## src/rtl/srt_pkg.sv

```systemverilog
package srt_pkg;

    parameter int unsigned TIME_W = 5;
    localparam int unsigned CNT_W = TIME_W + 1;

    localparam int unsigned N_STROBE = 2;
    localparam int unsigned IDX_CS   = 0;
    localparam int unsigned IDX_RD   = 1;

    typedef logic [TIME_W-1:0] tfield_t;
    typedef logic [CNT_W-1:0]  tcount_t;

    typedef struct packed {
        tfield_t setup;
        tfield_t pulse;
        tfield_t cycle;
    } strobe_cfg_t;

    // start: first low cycle, stop: first high cycle after the pulse,
    // length: effective period of this strobe
    typedef struct packed {
        tcount_t start;
        tcount_t stop;
        tcount_t length;
    } strobe_win_t;

    typedef enum logic {
        SEQ_IDLE = 1'b0,
        SEQ_BUSY = 1'b1
    } seq_state_t;

    typedef enum logic {
        CAP_BY_CS = 1'b0,
        CAP_BY_RD = 1'b1
    } cap_sel_t;

    function automatic tcount_t widen(input tfield_t v);
        return {1'b0, v};
    endfunction

    function automatic tcount_t tmax(input tcount_t a, input tcount_t b);
        return (a > b) ? a : b;
    endfunction

    function automatic logic pulse_bad(input strobe_cfg_t c);
        return (c.pulse == '0);
    endfunction

    function automatic logic cycle_bad(input strobe_cfg_t c);
        return (widen(c.cycle) < (widen(c.setup) + widen(c.pulse)));
    endfunction

    function automatic strobe_win_t resolve(input strobe_cfg_t c);
        strobe_win_t w;
        tcount_t     p;
        p        = (c.pulse == '0) ? tcount_t'(1) : widen(c.pulse);
        w.start  = widen(c.setup);
        w.stop   = widen(c.setup) + p;
        w.length = tmax(widen(c.cycle), w.stop);
        return w;
    endfunction

endpackage

```

## src/rtl/srt_cfg_resolve.sv

```systemverilog
module srt_cfg_resolve
    import srt_pkg::*;
(
    input  strobe_cfg_t [N_STROBE-1:0] cfg,
    output strobe_win_t [N_STROBE-1:0] win,
    output tcount_t                    total_len,
    output logic                       cfg_err
);

    logic    [N_STROBE-1:0] err_vec;
    tcount_t [N_STROBE-1:0] len_vec;

    for (genvar g = 0; g < N_STROBE; g++) begin : g_strobe
        always_comb begin
            win[g]     = resolve(cfg[g]);
            err_vec[g] = pulse_bad(cfg[g]) | cycle_bad(cfg[g]);
            len_vec[g] = win[g].length;
        end
    end

    always_comb begin
        total_len = '0;
        for (int i = 0; i < N_STROBE; i++) begin
            total_len = tmax(total_len, len_vec[i]);
        end
        cfg_err = |err_vec;
    end

endmodule

```

## src/rtl/srt_seq.sv

```systemverilog
module srt_seq
    import srt_pkg::*;
(
    input  logic                       clk,
    input  logic                       rst,
    input  logic                       req_valid,
    input  strobe_win_t [N_STROBE-1:0] win_in,
    input  tcount_t                    len_in,
    input  logic                       sel_in,
    output logic                       accept,
    output logic                       busy,
    output logic                       last,
    output tcount_t                    cur_cnt,
    output logic                       nxt_busy,
    output tcount_t                    nxt_cnt,
    output strobe_win_t [N_STROBE-1:0] win_use,
    output cap_sel_t                   sel_q
);

    seq_state_t                 state_q;
    tcount_t                    cnt_q;
    tcount_t                    len_q;
    strobe_win_t [N_STROBE-1:0] win_q;

    assign busy    = (state_q == SEQ_BUSY);
    assign accept  = (state_q == SEQ_IDLE) && req_valid;
    assign last    = busy && (cnt_q == len_q - tcount_t'(1));
    assign cur_cnt = cnt_q;

    always_comb begin
        nxt_busy = accept || (busy && !last);
        if (accept) begin
            nxt_cnt = '0;
        end else if (busy && !last) begin
            nxt_cnt = cnt_q + tcount_t'(1);
        end else begin
            nxt_cnt = '0;
        end
        win_use = accept ? win_in : win_q;
    end

    always_ff @(posedge clk) begin
        if (rst) begin
            state_q <= SEQ_IDLE;
            cnt_q   <= '0;
            len_q   <= tcount_t'(1);
            win_q   <= '0;
            sel_q   <= CAP_BY_RD;
        end else begin
            state_q <= nxt_busy ? SEQ_BUSY : SEQ_IDLE;
            cnt_q   <= nxt_cnt;
            if (accept) begin
                len_q <= len_in;
                win_q <= win_in;
                sel_q <= cap_sel_t'(sel_in);
            end
        end
    end

    a_r4_cnt_in_range: assert property (@(posedge clk) disable iff (rst)
        busy |-> (cnt_q < len_q));

    a_r4_ends_idle: assert property (@(posedge clk) disable iff (rst)
        last |=> (state_q == SEQ_IDLE));

endmodule

```

## src/rtl/srt_strobe.sv

```systemverilog
module srt_strobe
    import srt_pkg::*;
(
    input  logic    clk,
    input  logic    rst,
    input  logic    nxt_busy,
    input  tcount_t nxt_cnt,
    input  tcount_t start,
    input  tcount_t stop,
    input  logic    busy,
    input  tcount_t cur_cnt,
    input  tcount_t cur_start,
    input  tcount_t cur_stop,
    output logic    strobe_n
);

    logic low_next;

    assign low_next = nxt_busy && (nxt_cnt >= start) && (nxt_cnt < stop);

    always_ff @(posedge clk) begin
        if (rst) begin
            strobe_n <= 1'b1;
        end else begin
            strobe_n <= !low_next;
        end
    end

    // the strobe is low only inside its programmed window
    a_r2_low_in_window: assert property (@(posedge clk) disable iff (rst)
        !strobe_n |-> (busy && (cur_cnt >= cur_start) && (cur_cnt < cur_stop)));

endmodule

```

## src/rtl/srt_capture.sv

```systemverilog
module srt_capture
    import srt_pkg::*;
#(
    parameter int unsigned DATA_W = 16
) (
    input  logic              clk,
    input  logic              rst,
    input  logic              busy,
    input  logic              last,
    input  tcount_t           cur_cnt,
    input  tcount_t           ctrl_stop,
    input  logic              ctrl_strobe_n,
    input  logic [DATA_W-1:0] mem_din,
    output logic              rsp_valid,
    output logic [DATA_W-1:0] rsp_data
);

    logic cap_fire;

    assign cap_fire = busy && (cur_cnt == ctrl_stop - tcount_t'(1));

    always_ff @(posedge clk) begin
        if (rst) begin
            rsp_valid <= 1'b0;
            rsp_data  <= '0;
        end else begin
            rsp_valid <= last;
            if (cap_fire) begin
                rsp_data <= mem_din;
            end
        end
    end

    a_r5_capture_while_low: assert property (@(posedge clk) disable iff (rst)
        cap_fire |-> !ctrl_strobe_n);

    a_r4_single_pulse: assert property (@(posedge clk) disable iff (rst)
        rsp_valid |=> !rsp_valid);

endmodule

```

## src/rtl/sram_rd_timing.sv

```systemverilog
module sram_rd_timing
    import srt_pkg::*;
#(
    parameter int unsigned ADDR_W = 12,
    parameter int unsigned DATA_W = 16,
    parameter int unsigned BE_W   = DATA_W / 8
) (
    input  logic              clk,
    input  logic              rst,
    input  logic              req_valid,
    output logic              req_ready,
    input  logic [ADDR_W-1:0] req_addr,
    input  logic [BE_W-1:0]   req_be,
    output logic              rsp_valid,
    output logic [DATA_W-1:0] rsp_data,
    input  logic [TIME_W-1:0] cs_setup,
    input  logic [TIME_W-1:0] cs_pulse,
    input  logic [TIME_W-1:0] cs_cycle,
    input  logic [TIME_W-1:0] rd_setup,
    input  logic [TIME_W-1:0] rd_pulse,
    input  logic [TIME_W-1:0] rd_cycle,
    input  logic              rd_ctrl_sel,
    output logic              cfg_err,
    output logic [ADDR_W-1:0] mem_addr,
    output logic [BE_W-1:0]   mem_be_n,
    output logic              mem_cs_n,
    output logic              mem_rd_n,
    input  logic [DATA_W-1:0] mem_din
);

    strobe_cfg_t [N_STROBE-1:0] cfg;
    strobe_win_t [N_STROBE-1:0] win_in;
    strobe_win_t [N_STROBE-1:0] win_use;
    tcount_t                    len_in;
    logic                       accept;
    logic                       busy;
    logic                       last;
    logic                       nxt_busy;
    tcount_t                    cur_cnt;
    tcount_t                    nxt_cnt;
    cap_sel_t                   sel_q;
    logic [N_STROBE-1:0]        strobe_n;
    logic [BE_W-1:0]            be_q;
    logic                       ctrl_strobe_n;
    tcount_t                    ctrl_stop;

    assign cfg[IDX_CS] = '{setup: cs_setup, pulse: cs_pulse, cycle: cs_cycle};
    assign cfg[IDX_RD] = '{setup: rd_setup, pulse: rd_pulse, cycle: rd_cycle};

    srt_cfg_resolve u_cfg (
        .cfg       (cfg),
        .win       (win_in),
        .total_len (len_in),
        .cfg_err   (cfg_err)
    );

    srt_seq u_seq (
        .clk       (clk),
        .rst       (rst),
        .req_valid (req_valid),
        .win_in    (win_in),
        .len_in    (len_in),
        .sel_in    (rd_ctrl_sel),
        .accept    (accept),
        .busy      (busy),
        .last      (last),
        .cur_cnt   (cur_cnt),
        .nxt_busy  (nxt_busy),
        .nxt_cnt   (nxt_cnt),
        .win_use   (win_use),
        .sel_q     (sel_q)
    );

    for (genvar g = 0; g < N_STROBE; g++) begin : g_strobe
        srt_strobe u_strobe (
            .clk       (clk),
            .rst       (rst),
            .nxt_busy  (nxt_busy),
            .nxt_cnt   (nxt_cnt),
            .start     (win_use[g].start),
            .stop      (win_use[g].stop),
            .busy      (busy),
            .cur_cnt   (cur_cnt),
            .cur_start (win_use[g].start),
            .cur_stop  (win_use[g].stop),
            .strobe_n  (strobe_n[g])
        );
    end

    assign mem_cs_n = strobe_n[IDX_CS];
    assign mem_rd_n = strobe_n[IDX_RD];

    always_comb begin
        if (sel_q == CAP_BY_RD) begin
            ctrl_strobe_n = strobe_n[IDX_RD];
            ctrl_stop     = win_use[IDX_RD].stop;
        end else begin
            ctrl_strobe_n = strobe_n[IDX_CS];
            ctrl_stop     = win_use[IDX_CS].stop;
        end
    end

    srt_capture #(
        .DATA_W (DATA_W)
    ) u_cap (
        .clk           (clk),
        .rst           (rst),
        .busy          (busy),
        .last          (last),
        .cur_cnt       (cur_cnt),
        .ctrl_stop     (ctrl_stop),
        .ctrl_strobe_n (ctrl_strobe_n),
        .mem_din       (mem_din),
        .rsp_valid     (rsp_valid),
        .rsp_data      (rsp_data)
    );

    always_ff @(posedge clk) begin
        if (rst) begin
            mem_addr <= '0;
            be_q     <= '0;
        end else if (accept) begin
            mem_addr <= req_addr;
            be_q     <= req_be;
        end
    end

    assign mem_be_n  = busy ? ~be_q : '1;
    assign req_ready = !busy;

    a_r1_idle_strobes_high: assert property (@(posedge clk) disable iff (rst)
        !busy |-> (mem_cs_n && mem_rd_n));

    a_r9_addr_stable: assert property (@(posedge clk) disable iff (rst)
        (busy && $past(busy)) |-> ($stable(mem_addr) && $stable(mem_be_n)));

    a_r9_no_accept_busy: assert property (@(posedge clk) disable iff (rst)
        (busy && !last) |=> busy);

endmodule

```

## config.mk

```make
export PLATFORM = sky130hd
export DESIGN_NAME = sram_rd_timing
export DESIGN_NICKNAME = d
export VERILOG_FILES = /design/src/rtl/srt_pkg.sv /design/src/rtl/srt_cfg_resolve.sv /design/src/rtl/srt_seq.sv /design/src/rtl/srt_strobe.sv /design/src/rtl/srt_capture.sv /design/src/rtl/sram_rd_timing.sv
export SDC_FILE = /design/constraint.sdc
export NUM_CORES = 1
export LEC_CHECK = 0
export CELL_PAD_IN_SITES_DETAIL_PLACEMENT = 1
export CELL_PAD_IN_SITES_GLOBAL_PLACEMENT = 2
export CORE_ASPECT_RATIO = 1.1
export CORE_MARGIN = 1
export CORE_UTILIZATION = 31
export CTS_CLUSTER_SIZE = 25
export DETAILED_ROUTE_END_ITERATION = 12
export GPL_TIMING_DRIVEN = 0
export PLACE_DENSITY_LB_ADDON = 0.1
export SYNTH_ARGS = -nofsm -noshare
export SYNTH_HDL_FRONTEND = slang
export SYNTH_SLANG_ARGS = --single-unit
```

## constraint.sdc

```tcl
create_clock -name clk -period 7.5 [get_ports clk]
set_input_delay 1.5 -clock clk [delete_from_list [all_inputs] [get_ports clk]]
set_output_delay 1.5 -clock clk [all_outputs]
set_load 0.005 [all_outputs]
```

==> impl_metrics.tcl <==
set metrics [dict create \
    fin_skew_ns 0.00537 \
    ys.flop_type "dfxtp_1" \
    grt_start_max_net_pins 14 \
    power_leakage_nw 2.78 \
    rows 48 \
    antenna_found_initial 0 \
    cts-root-buf "clkbuf_16" \
    netlist_top_cells_area "dfxtp_1 29%, ha_1 16%, mux2i_1 8.5%" \
    final_net_count 813 \
    ys_async_sr_fraction_pct 0 \
    die_h_um 135 \
    post-route-period-util_pct 89.0 \
    avgSynthCellArea_um2 8.67 \
    cts.repair.resized 0 \
    max_cap_violations 0 \
    slew_headroom_pct 36.8 \
    yosysUniqueCellTypes 53 \
    die_width_um 122 \
    initial_core_util_pct 31.6 \
    seq_area_frac_synth_pct 28.7 \
    synth_top_area_share_pct 28.7 \
    peakVddDrop_mv 0.0883 \
    synthMuxAreaShare_pct 10.6 \
    setup_viol 0 \
    hold_buffers 0 \
    clkTransAtPathRegs_ns 0.06 \
    clock_sinks 71 \
    rsz0062_at_grt "false" \
    syn2layout_area_growth_pct 30.9 \
    cts_tree "done" \
    fin_util_pct 41.3 \
    port_buffers 98 \
    grt_remaining_overflow 0 \
    diodes 0 \
    gp_congestion 0.771 \
    routed_wl_um 15500 \
    clock_latency_ns 0.35 \
    drive_gt1_share_pct 5.55 \
    crit_type "in2reg" \
    htreeDepth 3 \
    syn-num-nets 704 \
    required_ns 7.75 \
    timing.hold.ws_ns 0.448 \
    antenna_left 0 \
    grt_use_total_pct 19.8 \
    dr.first_iter.drc_count 154 \
    worstPathArrival_ns 6.92 \
    min_period_ns 6.68 \
    grt_pass1_wl_um 24700 \
    vias_per_cell 4.97 \
    core_area_mm2 0.0157 \
    die-area_mm2 0.0165 \
    syn_inst 571 \
    synth_largest_area_cell "dfxtp_1" \
    grt_pass1_vias 4648 \
    firstDrtPassIters 4 \
    cts_buffers 9 \
    p_total_mw 1.36 \
    synth_edf_count 0 \
    io_pins 99 \
    wl_per_cell_um 17.5 \
    cts.path.max_buffers 2 \
    status "finished, final reports clean" \
    cts_setup_buffers 0 \
    min_path_type "reg2reg" \
    tightest_slew_ns 0.934 \
    start_kind "input pin" \
    hold_viol 0 \
    via_count 4402 \
    maxSlewViolCount 0 \
    synth_compound_area_share_pct 15.8 \
    synth_top_family_by_area "adder cells" \
    fmax_mhz 150 \
    fin_tns_setup_ns 0 \
    drc 0 \
    post-dp-hpwl_um 12500 \
    synth-seq-cells 71 \
    syn_area_mm2 0.00495 \
    yosys.area_share.simple_pct 16.2 \
    power_density_mw_per_mm2 210 \
    path_max_fanout 6 \
    synthXorXnorAreaFrac_pct 5.31 \
    synth_fa_ha_area_share_pct 18.3 \
    end_kind "flop" \
    yosysWarnings 0 \
]
power by group:
| part | total (mW) | leakage [nW] | internal (mW) | switching [mW] |
|---|---|---|---|---|
| clock network | 0.440 | 0.143 | 0.259 | 0.181 |
| registers | 0.429 | 0.580 | 0.407 | 0.0216 |
| logic | 0.490 | 2.06 | 0.224 | 0.266 |
synth_stat cells, types with 4 or more instances:
library cell and number:
o211ai_1 5, fa_1 4, o21ai_0 9, nand2b_1 5, mux2i_2 5, inv_1 33, dfxtp_1 71, nor2_1 46
xor2_1 13, a21o_1 23, mux2i_1 42, nand3_1 15, ha_1 65, xnor2_1 17, o21a_1 9, nand2_1 81
a211oi_1 6, or2_2 4, clkbuf_1 21, nor3_1 9, a21oi_1 37
final cells by class:
cell class | instances | area, um2
Fill cell | 1824 | 9200
Multi-Input combinational cell | 439 | 3270
Sequential cell | 71 | 1420
Timing Repair Buffer | 98 | 981
Tap cell | 200 | 250
Clock buffer | 10 | 229
Buffer | 28 | 133
Inverter | 33 | 124
Clock inverter | 6 | 68.8
layer usage:
metal	share of wire (%)	track usage, %	routed length (um)	up-vias
met2	49	35.0	7650	62
met3	2.9	3.29	450	16
li1	-	-	-	2208
met4	1.5	5.96	227	0
met1	46	24.2	7190	2116
met5	0	0	0	-
final timing paths:
path	depth (start not counted)	slack, ns	to	from
setup reg to reg	15	3.50	g_strobe[0].u_strobe.strobe_n	u_seq.len_q[0]
setup / recovery	20	0.82	u_seq.len_q[1]	cs_pulse[0]
hold reg to reg	2	0.45	u_seq.win_q[35]	u_seq.win_q[35]
hold / removal	2	0.45	u_seq.win_q[35]	u_seq.win_q[35]
logic make-up after synthesis:
logic type	Yosys count
AND/OR/NAND/NOR	181
AO/OA/AOI/OAI	109
flip-flops	71
adder cells (fa/ha/maj)	70
buffers and inverters	61
multiplexers	49
XOR/XNOR	30
worst max-delay path, stage by stage:
cell and delay (ns):
clkdlybuf4s50_1 0.45, or4_1 0.53, nor2_1 0.16, or2_2 0.14
ha_1 0.19, fa_1 0.22, xor2_1 0.39, inv_1 0.09
ha_1 0.31, nand3_1 0.08, o311ai_1 0.77, mux2i_1 0.38
inv_1 0.08, ha_1 0.30, a21o_1 0.11, a21oi_1 0.05
o21ai_0 0.17, o21ai_0 0.29, or3_1 0.46, o221ai_1 0.23
state kept, by name (all words and copies together), names as in the netlist:
name	cells
be_q	2
g_strobe.u_strobe.strobe_n	2
mem_addr	12
u_cap.rsp_data	16
u_cap.rsp_valid	1
u_seq.busy	1
u_seq.cur_cnt	6
u_seq.len_q	6
u_seq.sel_q	1
u_seq.win_q	24
placed cells by master (no fill, tap or decap), types with 4 or more instances in the layout:
cell,instances
xnor2_1,17
o21ai_0,9
nand2b_1,5
nor2_1,46
clkdlybuf4s50_1,98
a21oi_1,37
nand3_1,15
fa_1,4
dfxtp_1,71
inv_1,33
or2_2,4
mux2i_1,42
clkbuf_16,9
ha_1,65
nand2_1,81
xor2_1,13
o21a_1,9
o211ai_1,5
clkbuf_1,22
nor3_1,9
a211oi_1,6
mux2i_2,5
a21o_1,23
through the flow:
stage	cell area, um2	setup slack (ns)	cells
after floorplan	4950	1.65	571
after global placement	6180	0.575	869
after detailed placement	6180	0.476	869
after CTS	6480	0.826	885
after global routing	6480	0.379	885
final	6480	0.825	885
No activity file was read; power rests on OpenSTA's default activity.
